`src/rtl/rxlc_pkg.sv`:
```
// Shared types for the receive frame length classifier.
// Assumes nothing beyond a synthesizable packed struct.
package rxlc_pkg;

    // Classification flags reported at end of frame.
    typedef struct packed {
        logic giant;
        logic ethtype;
        logic type_valid;
        logic len_err;
        logic runt;
    } rxlc_flags_t;

endpackage

```
`src/rtl/rxlc_byte_counter.sv`:
```
// Saturating byte counter for one frame.
// Gives the index of the byte on the bus this cycle and the count that
// includes it. A start marker forces the index back to zero.
// Assumes the start marker is only meaningful together with in_valid.
module rxlc_byte_counter #(
    parameter int unsigned CNT_W = 14
) (
    input  logic             clk,
    input  logic             rst_n,
    input  logic             in_valid,
    input  logic             in_sof,
    output logic [CNT_W-1:0] idx,
    output logic [CNT_W-1:0] cnt_next
);
    localparam logic [CNT_W-1:0] CNT_MAX = {CNT_W{1'b1}};

    logic [CNT_W-1:0] cnt_q;

    // Index of the current byte and the saturated count after it.
    always_comb begin
        idx      = in_sof ? '0 : cnt_q;
        cnt_next = (idx == CNT_MAX) ? CNT_MAX : idx + 1'b1;
    end

    // Advance the count on every accepted byte.
    always_ff @(posedge clk) begin
        if (!rst_n) begin
            cnt_q <= '0;
        end else if (in_valid) begin
            cnt_q <= cnt_next;
        end
    end

endmodule

```
`src/rtl/rxlc_lt_capture.sv`:
```
// Captures the two-byte Length/Type field, big-endian.
// The field position moves by the tag length when the frame is tagged.
// The next-state value is exported so that a field whose low byte is the
// last byte of the frame is still seen at end of frame.
// Assumes in_vlan is stable from the first byte of the frame onward.
module rxlc_lt_capture #(
    parameter int unsigned CNT_W   = 14,
    parameter int unsigned LT_POS  = 12,
    parameter int unsigned TAG_LEN = 4
) (
    input  logic             clk,
    input  logic             rst_n,
    input  logic             in_valid,
    input  logic             in_sof,
    input  logic             in_vlan,
    input  logic [7:0]       in_data,
    input  logic [CNT_W-1:0] idx,
    output logic [15:0]      lt_next,
    output logic             lt_ok_next
);
    localparam logic [CNT_W-1:0] POS_PLAIN  = CNT_W'(LT_POS);
    localparam logic [CNT_W-1:0] POS_TAGGED = CNT_W'(LT_POS + TAG_LEN);

    logic [7:0]       hi_q, lo_q, hi_n, lo_n;
    logic             hi_ok_q, lo_ok_q, hi_ok_n, lo_ok_n;
    logic [CNT_W-1:0] hi_pos;

    // Select the field position for this frame.
    assign hi_pos = in_vlan ? POS_TAGGED : POS_PLAIN;

    // Next-state capture of the high and low field bytes.
    always_comb begin
        hi_n    = hi_q;
        lo_n    = lo_q;
        hi_ok_n = hi_ok_q;
        lo_ok_n = lo_ok_q;
        if (in_valid) begin
            if (in_sof) begin
                hi_ok_n = 1'b0;
                lo_ok_n = 1'b0;
            end
            if (idx == hi_pos) begin
                hi_n    = in_data;
                hi_ok_n = 1'b1;
            end
            if (idx == hi_pos + 1'b1) begin
                lo_n    = in_data;
                lo_ok_n = 1'b1;
            end
        end
    end

    // Hold the captured bytes and their presence bits.
    always_ff @(posedge clk) begin
        if (!rst_n) begin
            hi_q    <= '0;
            lo_q    <= '0;
            hi_ok_q <= 1'b0;
            lo_ok_q <= 1'b0;
        end else begin
            hi_q    <= hi_n;
            lo_q    <= lo_n;
            hi_ok_q <= hi_ok_n;
            lo_ok_q <= lo_ok_n;
        end
    end

    assign lt_next    = {hi_n, lo_n};
    assign lt_ok_next = hi_ok_n && lo_ok_n;

endmodule

```
`src/rtl/rxlc_size_check.sv`:
```
// Combinational classification of a finished frame.
// Works from its length, the captured Length/Type field, the tag flag and
// the two size-mode enables. Jumbo mode takes priority over the 2K mode.
// Assumes the length is already saturated and fits in 32 bits.
module rxlc_size_check
    import rxlc_pkg::*;
#(
    parameter int unsigned CNT_W     = 14,
    parameter int unsigned STD_MAX   = 1518,
    parameter int unsigned MAX_2K    = 2000,
    parameter int unsigned JUMBO_MAX = 9018,
    parameter int unsigned TAG_LEN   = 4,
    parameter int unsigned MIN_FRAME = 64,
    parameter int unsigned LT_POS    = 12,
    parameter int unsigned FCS_LEN   = 4,
    parameter int unsigned ETYPE_MIN = 16'h0600
) (
    input  logic [CNT_W-1:0] frame_len,
    input  logic [15:0]      lt,
    input  logic             lt_ok,
    input  logic             vlan,
    input  logic             en_2k,
    input  logic             en_jumbo,
    output rxlc_flags_t      flags
);
    localparam int unsigned HDR_LEN   = LT_POS + 2;
    localparam logic [31:0] OVH_PLAIN = 32'(HDR_LEN + FCS_LEN);
    localparam logic [31:0] OVH_TAG   = 32'(HDR_LEN + TAG_LEN + FCS_LEN);

    logic [31:0] len32, lt32, limit, overhead, payload;
    logic        is_eth;

    // Pick the oversize limit for the active mode.
    always_comb begin
        if (en_jumbo) begin
            limit = vlan ? 32'(JUMBO_MAX + TAG_LEN) : 32'(JUMBO_MAX);
        end else if (en_2k) begin
            limit = 32'(MAX_2K);
        end else begin
            limit = vlan ? 32'(STD_MAX + TAG_LEN) : 32'(STD_MAX);
        end
    end

    // Frame type, payload size and the resulting flags.
    always_comb begin
        len32    = 32'(frame_len);
        lt32     = {16'h0000, lt};
        overhead = vlan ? OVH_TAG : OVH_PLAIN;
        payload  = (len32 >= overhead) ? len32 - overhead : 32'd0;
        is_eth   = lt_ok && (lt32 >= 32'(ETYPE_MIN));

        flags.giant      = len32 > limit;
        flags.runt       = len32 < 32'(MIN_FRAME);
        flags.type_valid = lt_ok;
        flags.ethtype    = is_eth;
        flags.len_err    = 1'b0;
        if (lt_ok && !is_eth) begin
            if (len32 < overhead) begin
                flags.len_err = 1'b1;
            end else begin
                flags.len_err = (lt32 != payload)
                             && !((len32 == 32'(MIN_FRAME)) && (lt32 < payload));
            end
        end
    end

endmodule

```
`src/rtl/rx_len_classifier.sv`:
```
// Receive frame length classifier, top level.
// Counts the bytes of each frame, captures its Length/Type field and, on
// the edge that accepts the last byte, registers the classification flags.
// It then pulses st_valid for one cycle. The flags hold until the next
// frame ends.
// Assumes in_vlan and the two enables are stable from the first byte to the
// last byte of a frame.
module rx_len_classifier
    import rxlc_pkg::*;
#(
    parameter int unsigned CNT_W     = 14,
    parameter int unsigned STD_MAX   = 1518,
    parameter int unsigned MAX_2K    = 2000,
    parameter int unsigned JUMBO_MAX = 9018,
    parameter int unsigned TAG_LEN   = 4,
    parameter int unsigned MIN_FRAME = 64,
    parameter int unsigned LT_POS    = 12,
    parameter int unsigned FCS_LEN   = 4,
    parameter int unsigned ETYPE_MIN = 16'h0600
) (
    input  logic             clk,
    input  logic             rst_n,
    input  logic             in_valid,
    input  logic             in_sof,
    input  logic             in_eof,
    input  logic [7:0]       in_data,
    input  logic             in_vlan,
    input  logic             cfg_2k_en,
    input  logic             cfg_jumbo_en,
    output logic             st_valid,
    output logic [CNT_W-1:0] st_frame_len,
    output logic             st_giant,
    output logic             st_ethtype,
    output logic             st_type_valid,
    output logic             st_len_err,
    output logic             st_runt
);
    logic [CNT_W-1:0] idx, cnt_next;
    logic [15:0]      lt_next;
    logic             lt_ok_next;
    logic             frame_end;
    rxlc_flags_t      flags_c, flags_q;

    assign frame_end = in_valid && in_eof;

    rxlc_byte_counter #(
        .CNT_W (CNT_W)
    ) u_count (
        .clk      (clk),
        .rst_n    (rst_n),
        .in_valid (in_valid),
        .in_sof   (in_sof),
        .idx      (idx),
        .cnt_next (cnt_next)
    );

    rxlc_lt_capture #(
        .CNT_W   (CNT_W),
        .LT_POS  (LT_POS),
        .TAG_LEN (TAG_LEN)
    ) u_field (
        .clk        (clk),
        .rst_n      (rst_n),
        .in_valid   (in_valid),
        .in_sof     (in_sof),
        .in_vlan    (in_vlan),
        .in_data    (in_data),
        .idx        (idx),
        .lt_next    (lt_next),
        .lt_ok_next (lt_ok_next)
    );

    rxlc_size_check #(
        .CNT_W     (CNT_W),
        .STD_MAX   (STD_MAX),
        .MAX_2K    (MAX_2K),
        .JUMBO_MAX (JUMBO_MAX),
        .TAG_LEN   (TAG_LEN),
        .MIN_FRAME (MIN_FRAME),
        .LT_POS    (LT_POS),
        .FCS_LEN   (FCS_LEN),
        .ETYPE_MIN (ETYPE_MIN)
    ) u_class (
        .frame_len (cnt_next),
        .lt        (lt_next),
        .lt_ok     (lt_ok_next),
        .vlan      (in_vlan),
        .en_2k     (cfg_2k_en),
        .en_jumbo  (cfg_jumbo_en),
        .flags     (flags_c)
    );

    // Register the status on end of frame and raise the one-cycle strobe.
    always_ff @(posedge clk) begin
        if (!rst_n) begin
            st_valid     <= 1'b0;
            st_frame_len <= '0;
            flags_q      <= '0;
        end else begin
            st_valid <= frame_end;
            if (frame_end) begin
                st_frame_len <= cnt_next;
                flags_q      <= flags_c;
            end
        end
    end

    assign st_giant      = flags_q.giant;
    assign st_ethtype    = flags_q.ethtype;
    assign st_type_valid = flags_q.type_valid;
    assign st_len_err    = flags_q.len_err;
    assign st_runt       = flags_q.runt;

endmodule

```
`config.mk`:
```
export PLATFORM = sky130hd
export DESIGN_NAME = rx_len_classifier
export DESIGN_NICKNAME = d
export VERILOG_FILES = /design/src/rtl/rxlc_pkg.sv /design/src/rtl/rxlc_byte_counter.sv /design/src/rtl/rxlc_lt_capture.sv /design/src/rtl/rxlc_size_check.sv /design/src/rtl/rx_len_classifier.sv
export SDC_FILE = /design/constraint.sdc
export NUM_CORES = 1
export LEC_CHECK = 0
export BUFFER_PORTS_ARGS = -buffer_cell sky130_fd_sc_hd__buf_2
export CORE_UTILIZATION = 30
export CTS_BUF_LIST = sky130_fd_sc_hd__clkbuf_8
export DETAILED_ROUTE_END_ITERATION = 12
export SYNTH_ARGS = -nofsm -noshare
export SYNTH_HDL_FRONTEND = slang
export SYNTH_HIERARCHICAL = 1
export SYNTH_SLANG_ARGS = --single-unit
```
`constraint.sdc`:
```
create_clock -name clk -period 6.75 [get_ports clk]
set_clock_uncertainty 0.15 [all_clocks]
set_input_delay 0.675 -clock clk [delete_from_list [all_inputs] [get_ports clk]]
set_output_delay 0.675 -clock clk [all_outputs]
set_load 0.03 [all_outputs]
```
Word level (Yosys, flattened, before mapping)
Cells that the tools add are included.
- input port bits: 16
- output and inout bits: 20
- word-level logic and storage cells: 55
- bits in registers: 52
- add/sub/neg operators: 3
- order comparisons: 6
- equality and inequality tests: 5
- muxes and demuxes: 21
- reductions and logical operators: 8
- operators by type and width (kind ; count):
    $mux W32 ; 3
    $ge A14 B32 Y1 ; 1
    $gt A14 B32 Y1 ; 1
    $lt A14 B32 Y1 ; 1
    $lt A16 B32 Y1 ; 1
    $mux W8 ; 4
    $ne A16 B32 Y1 ; 1
    $sub A14 B32 Y32 ; 1
    $add A14 B1 Y14 const B ; 2
    $eq A14 B14 Y1 ; 2
    $mux W14 ; 2
    $ge A16 B11 Y1 const B ; 1
    $eq A14 B14 Y1 const B ; 1
    $eq A14 B7 Y1 const B ; 1
    $lt A14 B7 Y1 const B ; 1
    $mux W5 ; 2
    $mux W1 ; 8
    $logic_and A1 B1 Y1 ; 6
    $mux W3 ; 2
    $logic_not A1 Y1 ; 2

Depth between registers and ports, before layout
Gate-level depths: netlist (run 1).
- depth in word-level cells: 11
- gate-level depth with buffers: 23

Hierarchy
The synthesis (run 1) kept the hierarchy.
- modules (own cells, without submodules) (module ; area an instance (sq um) ; sequential area each (sq um) ; cells each ; instances):
    rxlc_byte_counter ; 1226.2 ; 280.3 ; 147 ; 1
    rxlc_size_check ; 1091.0 ; 0.0 ; 152 ; 1
    rxlc_lt_capture ; 874.6 ; 360.3 ; 111 ; 1
    rx_len_classifier ; 798.3 ; 400.4 ; 89 ; 1

Worst setup path after synthesis (run 1)
OpenSTA, ideal clock, no wires.
- path kind: input port to flip-flop
- start: input in_sof
- end: register flags_q, in the netlist st_len_err
- cell stages on the path: 21
- setup slack: 1.704 ns
- required time: 6.479 ns
- path buffers: 3
- arrival: 4.774 ns
- cell sequence: buf_6 nor2b_1 ha_1 and4b_4 nand4_4 buf_6 o21ai_0 ha_1 a211oi_2 o21ai_1 or3_4 buf_2 nand3_1 ha_1 a21oi_1 o21ai_1 or3_1 a211oi_2 nor3_1 nand4_1 o21ai_0
- RTL lines (element ; RTL line ; RTL):
    start: declaration ; rx_len_classifier.sv:24 ; input logic in_sof,
    end signal: assignment ; rx_len_classifier.sv:103 ; flags_q <= flags_c;
    end: declaration ; rx_len_classifier.sv:42 ; rxlc_flags_t flags_c, flags_q;

==> results of run 1 <==
layout make-up:
type	count	area [um2]	share of cell area, %
multi-input cells	403	2714	62.71
clock inverters	2	10.01	0.2313
flip-flops and latches	52	1041	24.05
well taps	172	215.2	4.973
inverters	16	60.06	1.388
repair buffers	39	205.2	4.741
clock buffers	6	82.58	1.908
cells in the mapped netlist (all sizes together) (4+ instances only):
| library cell | instances | area, um2 |
|---|---|---|
| a31oi | 5 | 31.28 |
| dfxtp | 52 | 1041 |
| a211o | 4 | 45.05 |
| nor3 | 15 | 95.09 |
| a21oi | 46 | 252.8 |
| nand3 | 4 | 20.02 |
| xnor2 | 7 | 61.31 |
| nand4 | 46 | 324.1 |
| xor2 | 7 | 61.31 |
| o21ai | 53 | 310.3 |
| and2 | 4 | 25.02 |
| and4b | 4 | 43.79 |
| o21a | 5 | 37.54 |
| nand2 | 71 | 266.5 |
| nor2 | 26 | 97.59 |
| clkbuf | 8 | 33.79 |
| inv | 14 | 52.55 |
| nand2b | 6 | 37.54 |
| buf | 20 | 141.4 |
| nor2b | 13 | 81.33 |
| ha | 30 | 375.4 |
| nor4 | 6 | 67.56 |
| and4 | 8 | 77.57 |
layer usage:
layer	part of all wire [%]	up-vias	track usage, %
li1	-	1876	-
met1	50	1769	21.83
met2	46	62	26.59
met3	2.2	14	2.189
met4	1.9	0	4.708
met5	0	-	0
state kept, by name (all words and copies together), names as in the netlist:
| signal | count |
|---|---|
| st_frame_len | 14 |
| u_field/lo_ok_q | 1 |
| u_field/hi_ok_q | 1 |
| st_type_valid | 1 |
| u_count/cnt_q | 14 |
| st_len_err | 1 |
| st_ethtype | 1 |
| st_giant | 1 |
| u_field/hi_q | 8 |
| u_field/lo_q | 8 |
| st_runt | 1 |
| st_valid | 1 |
worst max-delay path: cells and delay by family:
kind            cells  cell delay, ns
compound gates      5            0.68
fa+ha+maj           4            1.33
buf+inv             3            0.65
simple gates       10            2.00
cells by family (layout without fill, tap and decap cells):
logic type               Yosys count  after routing  share of synthesized area [%]
AO/OA/AOI/OAI                    131            131                          21.23
AND/OR/NAND/NOR                  225            225                          33.30
adder cells (fa/ha/maj)           31             31                          9.909
buffers and inverters             44             63                          5.895
multiplexers                       2              2                         0.5017
flip-flops                        52             52                          26.09
XOR/XNOR                          14             14                          3.073
per-stage QoR:
step,hold WS [ns],utilization [%],std cells,area [um2]
final,0.3115,33.88,690,4328
after detailed placement,0.2996,33.16,682,4235
after floorplan,0.3062,-,499,3990
after global placement,0.2991,33.16,682,4235
after global routing,0.3392,33.88,690,4328
after CTS,0.3185,33.88,690,4328
worst max-delay path by stage:
stage,start,end,slack [ns],depth (start not counted)
2_1_floorplan,in_sof,st_len_err,1.70,21
3_3_place_gp,in_sof,st_len_err,1.28,22
3_5_place_dp,in_sof,st_len_err,1.09,22
4_1_cts,in_sof,st_len_err,1.43,22
5_1_grt,in_sof,st_len_err,1.04,22
6_report,in_sof,st_len_err,1.40,22
power by group:
part           internal (W)  total [W]  switching [W]
registers          0.000311   0.000314     0.00000262
clock network     0.0000823   0.000191       0.000109
logic             0.0000323   0.000101      0.0000690
==> out/results.tsv, run 1 <==
stage	metric	value	unit
grt	number of antenna violations at the first check in global routing	0	
sta	setup repair after global routing missed its margin	false	
yosys	Post-Syn Area per Cell	7.996	um2
power	Pwr Total	0.0006061	W
clock_tree	number of clock sinks	52	
clock_tree	TritonCTS clock tree	yes	
clock_tree	cell at the root of the clock tree	sky130_fd_sc_hd__clkbuf_8	
clock_tree	clk buf depth	2	
sta	Hold Violations, Final	0	
clock_tree	total CTS buffers	5	
yosys	count of different cell masters after synthesis	69	
route	DRT antenna net count	0	
die	vertical extent of the die	117.3	um
sta	fin crit period	5.346	ns
layout	# diodes	0	
setup_path	largest stage delay on the critical path	0.47	ns
sta	portion of the clock cycle consumed by the worst path in the final layout	79.21	%
die	I/O pin cnt	36	
min_path	Hold Path Cell Cnt	2	
setup_path	worst path cell trace	buf_2 > nor2b_1 > buf_4 > ha_1 > and4b_4 > nand4_4 > nand2b_1 > inv_1 > fa_1 > nand2b_1 > a21boi_1 > and3_1 > ha_1 > nand2b_1 > ha_1 > a21oi_1 > o21ai_1 > or3_1 > a211oi_2 > nor3_1 > nand4_1 > o21ai_0	
run_status	run status	complete, no violations	
run	# Max-Cap Violations	0	
setup_path	CP Capture Type	flip-flop	
route	starting DRC count in detailed routing	286	
min_path	Hold Path Class	flip-flop to flip-flop	
setup_path	endpoint of the most critical register-to-register path	st_len_err	
placed_design	final HPWL from detailed placement	8144	um
yosys	Post-synth top flop	sky130_fd_sc_hd__dfxtp_1	
setup_path	required time reported for the critical path endpoint	6.77	ns
yosys	count of flip-flops with a built-in enable after synthesis	0	
yosys	share of synthesized flip-flops with an asynchronous set or reset	0	%
setup_path	RR Startpoint	u_count/cnt_q[0]	
yosys	part of the Yosys area used for sequential elements	26.09	%
grt	Tot GR Track Use	16.16	%
layout	number of nets in the layout	564	
setup_path	crit path DAT	5.37	ns
yosys	net count of the mapped netlist	546	
grt	pin count of the biggest net entering global routing	48	
route	via count of the routed design	3721	
route	Routed WL per cell	15.70	um
setup_path	worst-path cell with the longest stage delay	sky130_fd_sc_hd__fa_1	
power	leak pwr	1.865	nW
min_path	worst min-delay path endpoint	st_giant	
placed_design	Setup Slack @ Placement	1.085	ns
die	row count	41	
layout	share of final-layout standard cells stronger than drive strength 1	17.18	%
setup_path	Critical Path Start Type	input port	
yosys	Yosys warning count	6	
sta	post-route setup TNS	0	ns
sta	Slew Limit Headroom	44.81	%
die	Initial Utilization	31.24	%
route	1st-pass router iterations	4	
sta	final-report max-slew violation count	0	
layout	Area Overhead vs Synth	8.467	%
yosys	synthesized flop and latch total	52	
clock_tree	Setup Fix Bufs, Post-CTS	0	
die	Total Die Area	13770	um2
min_path	hold wc startpoint	st_giant	
grt	global-route wire length before repair	18370	um
route	Total Routed Length	10830	um
clock_tree	clock transition at the registers of the reported paths	0.10	ns
yosys	synthesized instance count	499	
die	core region area	12770	um2
route	DRC	0	
power	ratio of total power to cell area	140.1	nW/um2
layout	fillcell total	1349	
sta	final setup violating endpoints	0	
yosys	Post-Syn Area	3990	um2
clock_tree	cts-stage hold buffer count	0	
power	peak supply drop	67.16	uV
clock_tree	worst skew pair latency	0.31	ns
layout	commonest non-fill, non-tap cell in the layout	sky130_fd_sc_hd__nand2_1	
die	horizontal die dimension	117.3	um
sta	pin slew with the least headroom to its limit	0.8279	ns
placed_design	placer's final routability congestion estimate	0.8488	
setup_path	setup slack of the most critical reg-to-reg path	1.68	ns
grt	via count of the first global-routing pass	3578	
sta	final worst setup slack	1.404	ns
layout	most used cells in the layout excluding fill and tap cells	sky130_fd_sc_hd__nand2_1 (71), sky130_fd_sc_hd__dfxtp_1 (52), sky130_fd_sc_hd__nand4_1 (43), sky130_fd_sc_hd__a21oi_1 (42), sky130_fd_sc_hd__o21ai_0 (38)	
clock_tree	number of resized instances in the post-cts repair step	0	
grt	GRT Residual Overflow	0	
route	Via density	5.393	
placed_design	port buffer count	35	
clock_tree	number of H-tree levels	2	
setup_path	path type of the worst setup path	input port to flip-flop	
sta	max frequency	187.0	MHz
setup_path	Worst R2R Path Depth	21	
setup_path	Max Fanout on Critical Path	35	
Power figures use the tool's default switching activity.
==> run 2: changes to the inputs <==
- clock period: 6.75 -> 5.2 ns (I/O delays scaled with it)
==> run 2 against run 1 <==
Against the previous run:
- count of clock-buffer cells in the layout unchanged
- die area unchanged
- utilization increased by 0.36 points
- flip-flop and latch count unchanged
- clock power increased by 28%
- hold slack improved by 0.0032 ns
- global-route usage increased by 0.40 points
- non-clock buffer count increased by 6
- total power increased by 30%
- sequential power increased by 30%
- critical endpoint unchanged
==> out/results.tsv, run 2 (synthesized netlist as in run 1, its figures left out) <==
stage	metric	value	unit
power	peak supply drop	107.8	uV
placed_design	final HPWL from detailed placement	8320	um
clock_tree	total CTS buffers	5	
layout	# diodes	0	
power	clock share of power	31.2	%
die	Total Die Area	13770	um2
grt	number of antenna violations at the first check in global routing	0	
layout	number of nets in the layout	570	
clock_tree	number of clock sinks	52	
grt	via count of the first global-routing pass	3726	
sta	Slew Limit Headroom	43.70	%
power	portion of total power attributed to sequential cells	51.8	%
placed_design	placer's final routability congestion estimate	0.9299	
layout	fillcell total	1359	
sta	post-route setup TNS	0	ns
placed_design	Setup Slack @ Placement	0.2787	ns
sta	pin slew with the least headroom to its limit	0.8445	ns
power	leak pwr	1.890	nW
clock_tree	Setup Fix Bufs, Post-CTS	0	
die	row count	41	
layout	multi-input logic area	2714	um2
die	horizontal die dimension	117.3	um
layout	Area Overhead vs Synth	9.627	%
die	core region area	12770	um2
setup_path	crit path DAT	4.76	ns
power	ratio of total power to cell area	180.0	nW/um2
min_path	Hold Path Class	flip-flop to flip-flop	
layout	most used cells in the layout excluding fill and tap cells	sky130_fd_sc_hd__nand2_1 (71), sky130_fd_sc_hd__dfxtp_1 (52), sky130_fd_sc_hd__nand4_1 (43), sky130_fd_sc_hd__a21oi_1 (42), sky130_fd_sc_hd__o21ai_0 (38)	
route	Via density	5.431	
run_status	run status	complete, no violations	
sta	final-report max-slew violation count	0	
sta	portion of the clock cycle consumed by the worst path in the final layout	91.39	%
route	Routed WL per cell	15.78	um
clock_tree	number of H-tree levels	2	
sta	final setup violating endpoints	0	
layout	share of final-layout standard cells stronger than drive strength 1	17.94	%
die	Initial Utilization	31.24	%
clock_tree	worst skew pair latency	0.31	ns
route	via count of the routed design	3780	
grt	Tot GR Track Use	16.56	%
clock_tree	TritonCTS clock tree	yes	
route	starting DRC count in detailed routing	354	
route	DRC	0	
die	vertical extent of the die	117.3	um
placed_design	port buffer count	35	
clock_tree	cts-stage hold buffer count	0	
clock_tree	clk buf depth	2	
sta	Hold Violations, Final	0	
setup_path	Critical Path Start Type	flip-flop	
grt	global-route wire length before repair	18700	um
power	internal portion of total power	0.0005546	W
clock_tree	clock transition at the registers of the reported paths	0.10	ns
clock_tree	cell at the root of the clock tree	sky130_fd_sc_hd__clkbuf_8	
setup_path	path type of the worst setup path	flip-flop to flip-flop	
layout	commonest non-fill, non-tap cell in the layout	sky130_fd_sc_hd__nand2_1	
power	Pwr Total	0.0007872	W
setup_path	Max Fanout on Critical Path	7	
sta	setup repair after global routing missed its margin	false	
route	Total Routed Length	10980	um
grt	GRT Residual Overflow	0	
power	combinational group share of total power	17.0	%
die	I/O pin cnt	36	
layout	sequential standard cell area	1041	um2
sta	max frequency	210.4	MHz
setup_path	CP Capture Type	flip-flop	
grt	pin count of the biggest net entering global routing	47	
clock_tree	number of resized instances in the post-cts repair step	0	
run	# Max-Cap Violations	0	
sta	fin crit period	4.752	ns
power	total net switching power	0.0002326	W
setup_path	required time reported for the critical path endpoint	5.20	ns
power	Sw Ratio	29.55	%
route	DRT antenna net count	0	
sta	final worst setup slack	0.4475	ns
route	1st-pass router iterations	5	
layout	Top Registers	st_frame_len (14), u_count/cnt_q (14)	
[run 2: cell count changes in the layout (fill, tap and decap cells not counted)]
cell	before	now
sky130_fd_sc_hd__buf_4	4	10
sky130_fd_sc_hd__clkinv_2	2	0
sky130_fd_sc_hd__inv_1	13	14
sky130_fd_sc_hd__clkinvlp_4	0	1
[run 2: stage by stage]
stage / cell area (um2) / util, % / hold WS [ns] / std cells
final: 4374 / 34.24 / 0.3147 / 696
after CTS: 4374 / 34.24 / 0.3193 / 696
after floorplan: 3990 / - / 0.3062 / 499
after global routing: 4374 / 34.24 / 0.3352 / 696
after global placement: 4280 / 33.51 / 0.2975 / 688
after detailed placement: 4280 / 33.51 / 0.3023 / 688
[run 2: cell type report]
| cell class | instances | area share, % |
|---|---|---|
| repair buffers | 45 | 5.721 |
| multi-input cells | 403 | 62.04 |
| inverters | 16 | 1.373 |
| flip-flops and latches | 52 | 23.80 |
| clock inverters | 2 | 0.2574 |
| well taps | 172 | 4.920 |
| clock buffers | 6 | 1.888 |
[run 2: routing by layer]
| metal | vias up | track usage (%) | part of all wire, % |
|---|---|---|---|
| met3 | 16 | 2.772 | 4.1 |
| met5 | - | 0 | 0 |
| met4 | 0 | 5.925 | 2.3 |
| met1 | 1788 | 21.79 | 49 |
| met2 | 91 | 27.07 | 45 |
| li1 | 1885 | - | - |
[run 2: path summary, 6_finish.rpt]
path,start,end,slack [ns],depth (start not counted)
hold / removal,st_frame_len[12],st_frame_len[12],0.31,2
hold reg to reg,st_frame_len[12],st_frame_len[12],0.31,2
setup / recovery,u_count/cnt_q[0],st_len_err,0.45,21
setup reg to reg,u_count/cnt_q[0],st_len_err,0.45,21
[run 2: power by group through the flow]
stage	Sequential, W	Combinational [W]	Clock, W
6_report	0.000408	0.000134	0.000245
5_1_grt	0.000409	0.000150	0.000272
4_1_cts	0.000408	0.000133	0.000257
3_5_place_dp	0.000417	0.000132	0
3_3_place_gp	0.000417	0.000130	0
2_1_floorplan	0.000420	0.0000940	0
[run 2: worst max-delay path, stage by stage (launching register included)]
cell and delay [ns]:
sky130_fd_sc_hd__dfxtp_1 0.41, sky130_fd_sc_hd__nor2b_1 0.20, sky130_fd_sc_hd__ha_1 0.31, sky130_fd_sc_hd__and4b_4 0.31, sky130_fd_sc_hd__nand4_4 0.13, sky130_fd_sc_hd__nand2b_1 0.22
sky130_fd_sc_hd__inv_1 0.14, sky130_fd_sc_hd__fa_1 0.47, sky130_fd_sc_hd__nand2b_1 0.11, sky130_fd_sc_hd__a21boi_1 0.07, sky130_fd_sc_hd__buf_4 0.17, sky130_fd_sc_hd__and3_1 0.18
sky130_fd_sc_hd__ha_1 0.26, sky130_fd_sc_hd__nand2b_1 0.14, sky130_fd_sc_hd__ha_1 0.29, sky130_fd_sc_hd__a21oi_1 0.16, sky130_fd_sc_hd__o21ai_1 0.09, sky130_fd_sc_hd__or3_1 0.36
sky130_fd_sc_hd__a211oi_2 0.20, sky130_fd_sc_hd__nor3_1 0.07, sky130_fd_sc_hd__nand4_1 0.06, sky130_fd_sc_hd__o21ai_0 0.09
==> run 3: changes to the inputs <==
- CORE_UTILIZATION: 30 -> 35
==> run 3 against run 2 <==
Against the previous run:
- non-clock buffer count is the same
- critical path depth down 2
- design area shrank 0.43%
- combinational power barely moved
- critical endpoint unchanged
==> out/results.tsv, run 3 (synthesized netlist as in run 1, its figures left out) <==
stage	metric	value	unit
layout	share of final-layout standard cells stronger than drive strength 1	18.13	%
die	Total Die Area	11830	um2
grt	number of antenna violations at the first check in global routing	0	
die	core region area	10980	um2
grt	met3 track utilization from global routing	2.391	%
run_status	run status	complete, no violations	
setup_path	Worst R2R Path Depth	19	
grt	GR Layer Usage met1	26.48	%
layout	most used cells in the layout excluding fill and tap cells	sky130_fd_sc_hd__nand2_1 (71), sky130_fd_sc_hd__dfxtp_1 (52), sky130_fd_sc_hd__nand4_1 (43), sky130_fd_sc_hd__a21oi_1 (42), sky130_fd_sc_hd__o21ai_0 (38)	
setup_path	Critical Path Start Type	flip-flop	
layout	post-route insts no fill	664	
clock_tree	number of clock sinks	52	
run	# Max-Cap Violations	0	
grt	Tot GR Track Use	19.56	%
sta	setup repair after global routing missed its margin	false	
route	DRT antenna net count	0	
clock_tree	cts-stage hold buffer count	0	
power	portion of total power attributed to sequential cells	48.8	%
grt	global-route wire length before repair	18220	um
clock_tree	TritonCTS clock tree	yes	
min_path	hold wc startpoint	st_giant	
layout	number of nets in the layout	570	
placed_design	final HPWL from detailed placement	8145	um
grt	met2 Use GR	31.69	%
layout	commonest non-fill, non-tap cell in the layout	sky130_fd_sc_hd__nand2_1	
power	leak pwr	1.897	nW
min_path	Hold Path Cell Cnt	2	
die	row count	38	
power	internal portion of total power	0.0005933	W
power	peak supply drop	115.2	uV
route	Via density	5.759	
clock_tree	total CTS buffers	5	
setup_path	CP Capture Type	flip-flop	
layout	Area Overhead vs Synth	9.157	%
route	starting DRC count in detailed routing	201	
route	DRC	0	
setup_path	endpoint of the most critical register-to-register path	st_len_err	
setup_path	crit path DAT	4.66	ns
grt	via count of the first global-routing pass	3685	
grt	pin count of the biggest net entering global routing	47	
clock_tree	Setup Fix Bufs, Post-CTS	0	
placed_design	DP Cell Count	656	
sta	fin crit period	4.628	ns
die	vertical extent of the die	108.8	um
route	via count of the routed design	3824	
power	ratio of total power to cell area	191.8	nW/um2
clock_tree	clk buf depth	2	
sta	portion of the clock cycle consumed by the worst path in the final layout	88.99	%
min_path	worst min-delay path endpoint	st_giant	
layout	Top Registers	st_frame_len (14), u_count/cnt_q (14)	
sta	final setup violating endpoints	0	
route	Routed WL per cell	16.28	um
power	total net switching power	0.0002420	W
sta	final-report max-slew violation count	0	
placed_design	placer's final routability congestion estimate	0.9120	
placed_design	port buffer count	35	
power	Sw Ratio	28.98	%
route	Total Routed Length	10810	um
sta	max frequency	216.1	MHz
clock_tree	clock transition at the registers of the reported paths	0.11	ns
grt	GRT Residual Overflow	0	
layout	# diodes	0	
sta	pin slew with the least headroom to its limit	0.8342	ns
power	combinational group share of total power	16.0	%
power	clock share of power	35.2	%
sta	post-route setup TNS	0	ns
min_path	Hold Path Class	flip-flop to flip-flop	
clock_tree	number of resized instances in the post-cts repair step	0	
die	Initial Utilization	36.33	%
clock_tree	number of H-tree levels	2	
setup_path	Max Fanout on Critical Path	13	
clock_tree	worst skew pair latency	0.31	ns
die	horizontal die dimension	108.8	um
setup_path	RR Startpoint	u_count/cnt_q[0]	
route	1st-pass router iterations	5	
setup_path	setup slack of the most critical reg-to-reg path	0.57	ns
die	I/O pin cnt	36	
clock_tree	cell at the root of the clock tree	sky130_fd_sc_hd__clkbuf_8	
setup_path	path type of the worst setup path	flip-flop to flip-flop	
sta	Slew Limit Headroom	44.39	%
grt	GR peak layer	met2	
sta	Hold Violations, Final	0	
setup_path	required time reported for the critical path endpoint	5.23	ns
-- run 3: changes by cell type in the layout (fill, tap and decap cells not counted) --
cell / before / now
sky130_fd_sc_hd__bufinv_16: 0 / 1
sky130_fd_sc_hd__inv_6: 0 / 1
sky130_fd_sc_hd__inv_1: 14 / 13
sky130_fd_sc_hd__clkbuf_8: 6 / 5
-- run 3: worst max-delay path, stage by stage (launching register included) --
cell                       delay [ns]
sky130_fd_sc_hd__dfxtp_1         0.40
sky130_fd_sc_hd__nor2b_1         0.20
sky130_fd_sc_hd__ha_1            0.30
sky130_fd_sc_hd__and4b_4         0.30
sky130_fd_sc_hd__nand4_4         0.12
sky130_fd_sc_hd__o21ai_0         0.15
sky130_fd_sc_hd__buf_4           0.19
sky130_fd_sc_hd__ha_1            0.25
sky130_fd_sc_hd__a211oi_2        0.31
sky130_fd_sc_hd__o21ai_1         0.23
sky130_fd_sc_hd__or3_4           0.52
sky130_fd_sc_hd__nand3_1         0.11
sky130_fd_sc_hd__ha_1            0.26
sky130_fd_sc_hd__a21oi_1         0.14
sky130_fd_sc_hd__o21ai_1         0.09
sky130_fd_sc_hd__or3_1           0.36
sky130_fd_sc_hd__a211oi_2        0.20
sky130_fd_sc_hd__nor3_1          0.07
sky130_fd_sc_hd__nand4_1         0.06
sky130_fd_sc_hd__o21ai_0         0.09
-- run 3: worst max-delay path by stage --
stage | startpoint | to | slack, ns | depth (start not counted)
3_3_place_gp | in_sof | st_len_err | 0.43 | 22
4_1_cts | u_count/cnt_q[1] | st_len_err | 0.59 | 21
2_1_floorplan | in_sof | st_len_err | 0.31 | 21
3_5_place_dp | in_sof | st_len_err | 0.36 | 22
5_1_grt | u_count/cnt_q[1] | st_len_err | 0.22 | 19
6_report | u_count/cnt_q[0] | st_len_err | 0.57 | 19
-- run 3: power groups by stage --
stage	Combinational [W]	Sequential [W]	Clock, W
global placement	0.000130	0.000417	0
global route	0.000151	0.000409	0.000315
detailed placement	0.000132	0.000417	0
CTS	0.000132	0.000408	0.000305
finish	0.000134	0.000408	0.000294
floorplan	0.0000940	0.000420	0
-- run 3: stage by stage --
stage / worst slack [ns] / hold slack (ns) / area (um2) / total power, W / util (%)
after detailed placement: 0.3588 / 0.2998 / 4240 / 0.0005490 / 38.61
after global routing: 0.2215 / 0.3308 / 4355 / 0.0008748 / 39.66
final: 0.5724 / 0.3071 / 4355 / 0.0008353 / 39.66
after floorplan: 0.3095 / 0.3062 / 3990 / 0.0005138 / -
after global placement: 0.4266 / 0.2973 / 4240 / 0.0005466 / 38.61
after CTS: 0.5948 / 0.3137 / 4355 / 0.0008449 / 39.66
-- run 3: metal layers --
| metal | vias to the layer above | part of all wire (%) |
|---|---|---|
| li1 | 1878 | - |
| met1 | 1826 | 48 |
| met2 | 99 | 44 |
| met3 | 21 | 4.9 |
| met4 | 0 | 2.9 |
| met5 | - | 0 |
-- run 3: final cells by class --
type,instances,area [um2]
Sequential cell,52,1041
Tap cell,140,175.2
Timing Repair Buffer,45,250.2
Fill cell,1148,6628
Clock inverter,3,46.29
Multi-Input combinational cell,403,2714
Clock buffer,5,68.82
Inverter,16,60.06
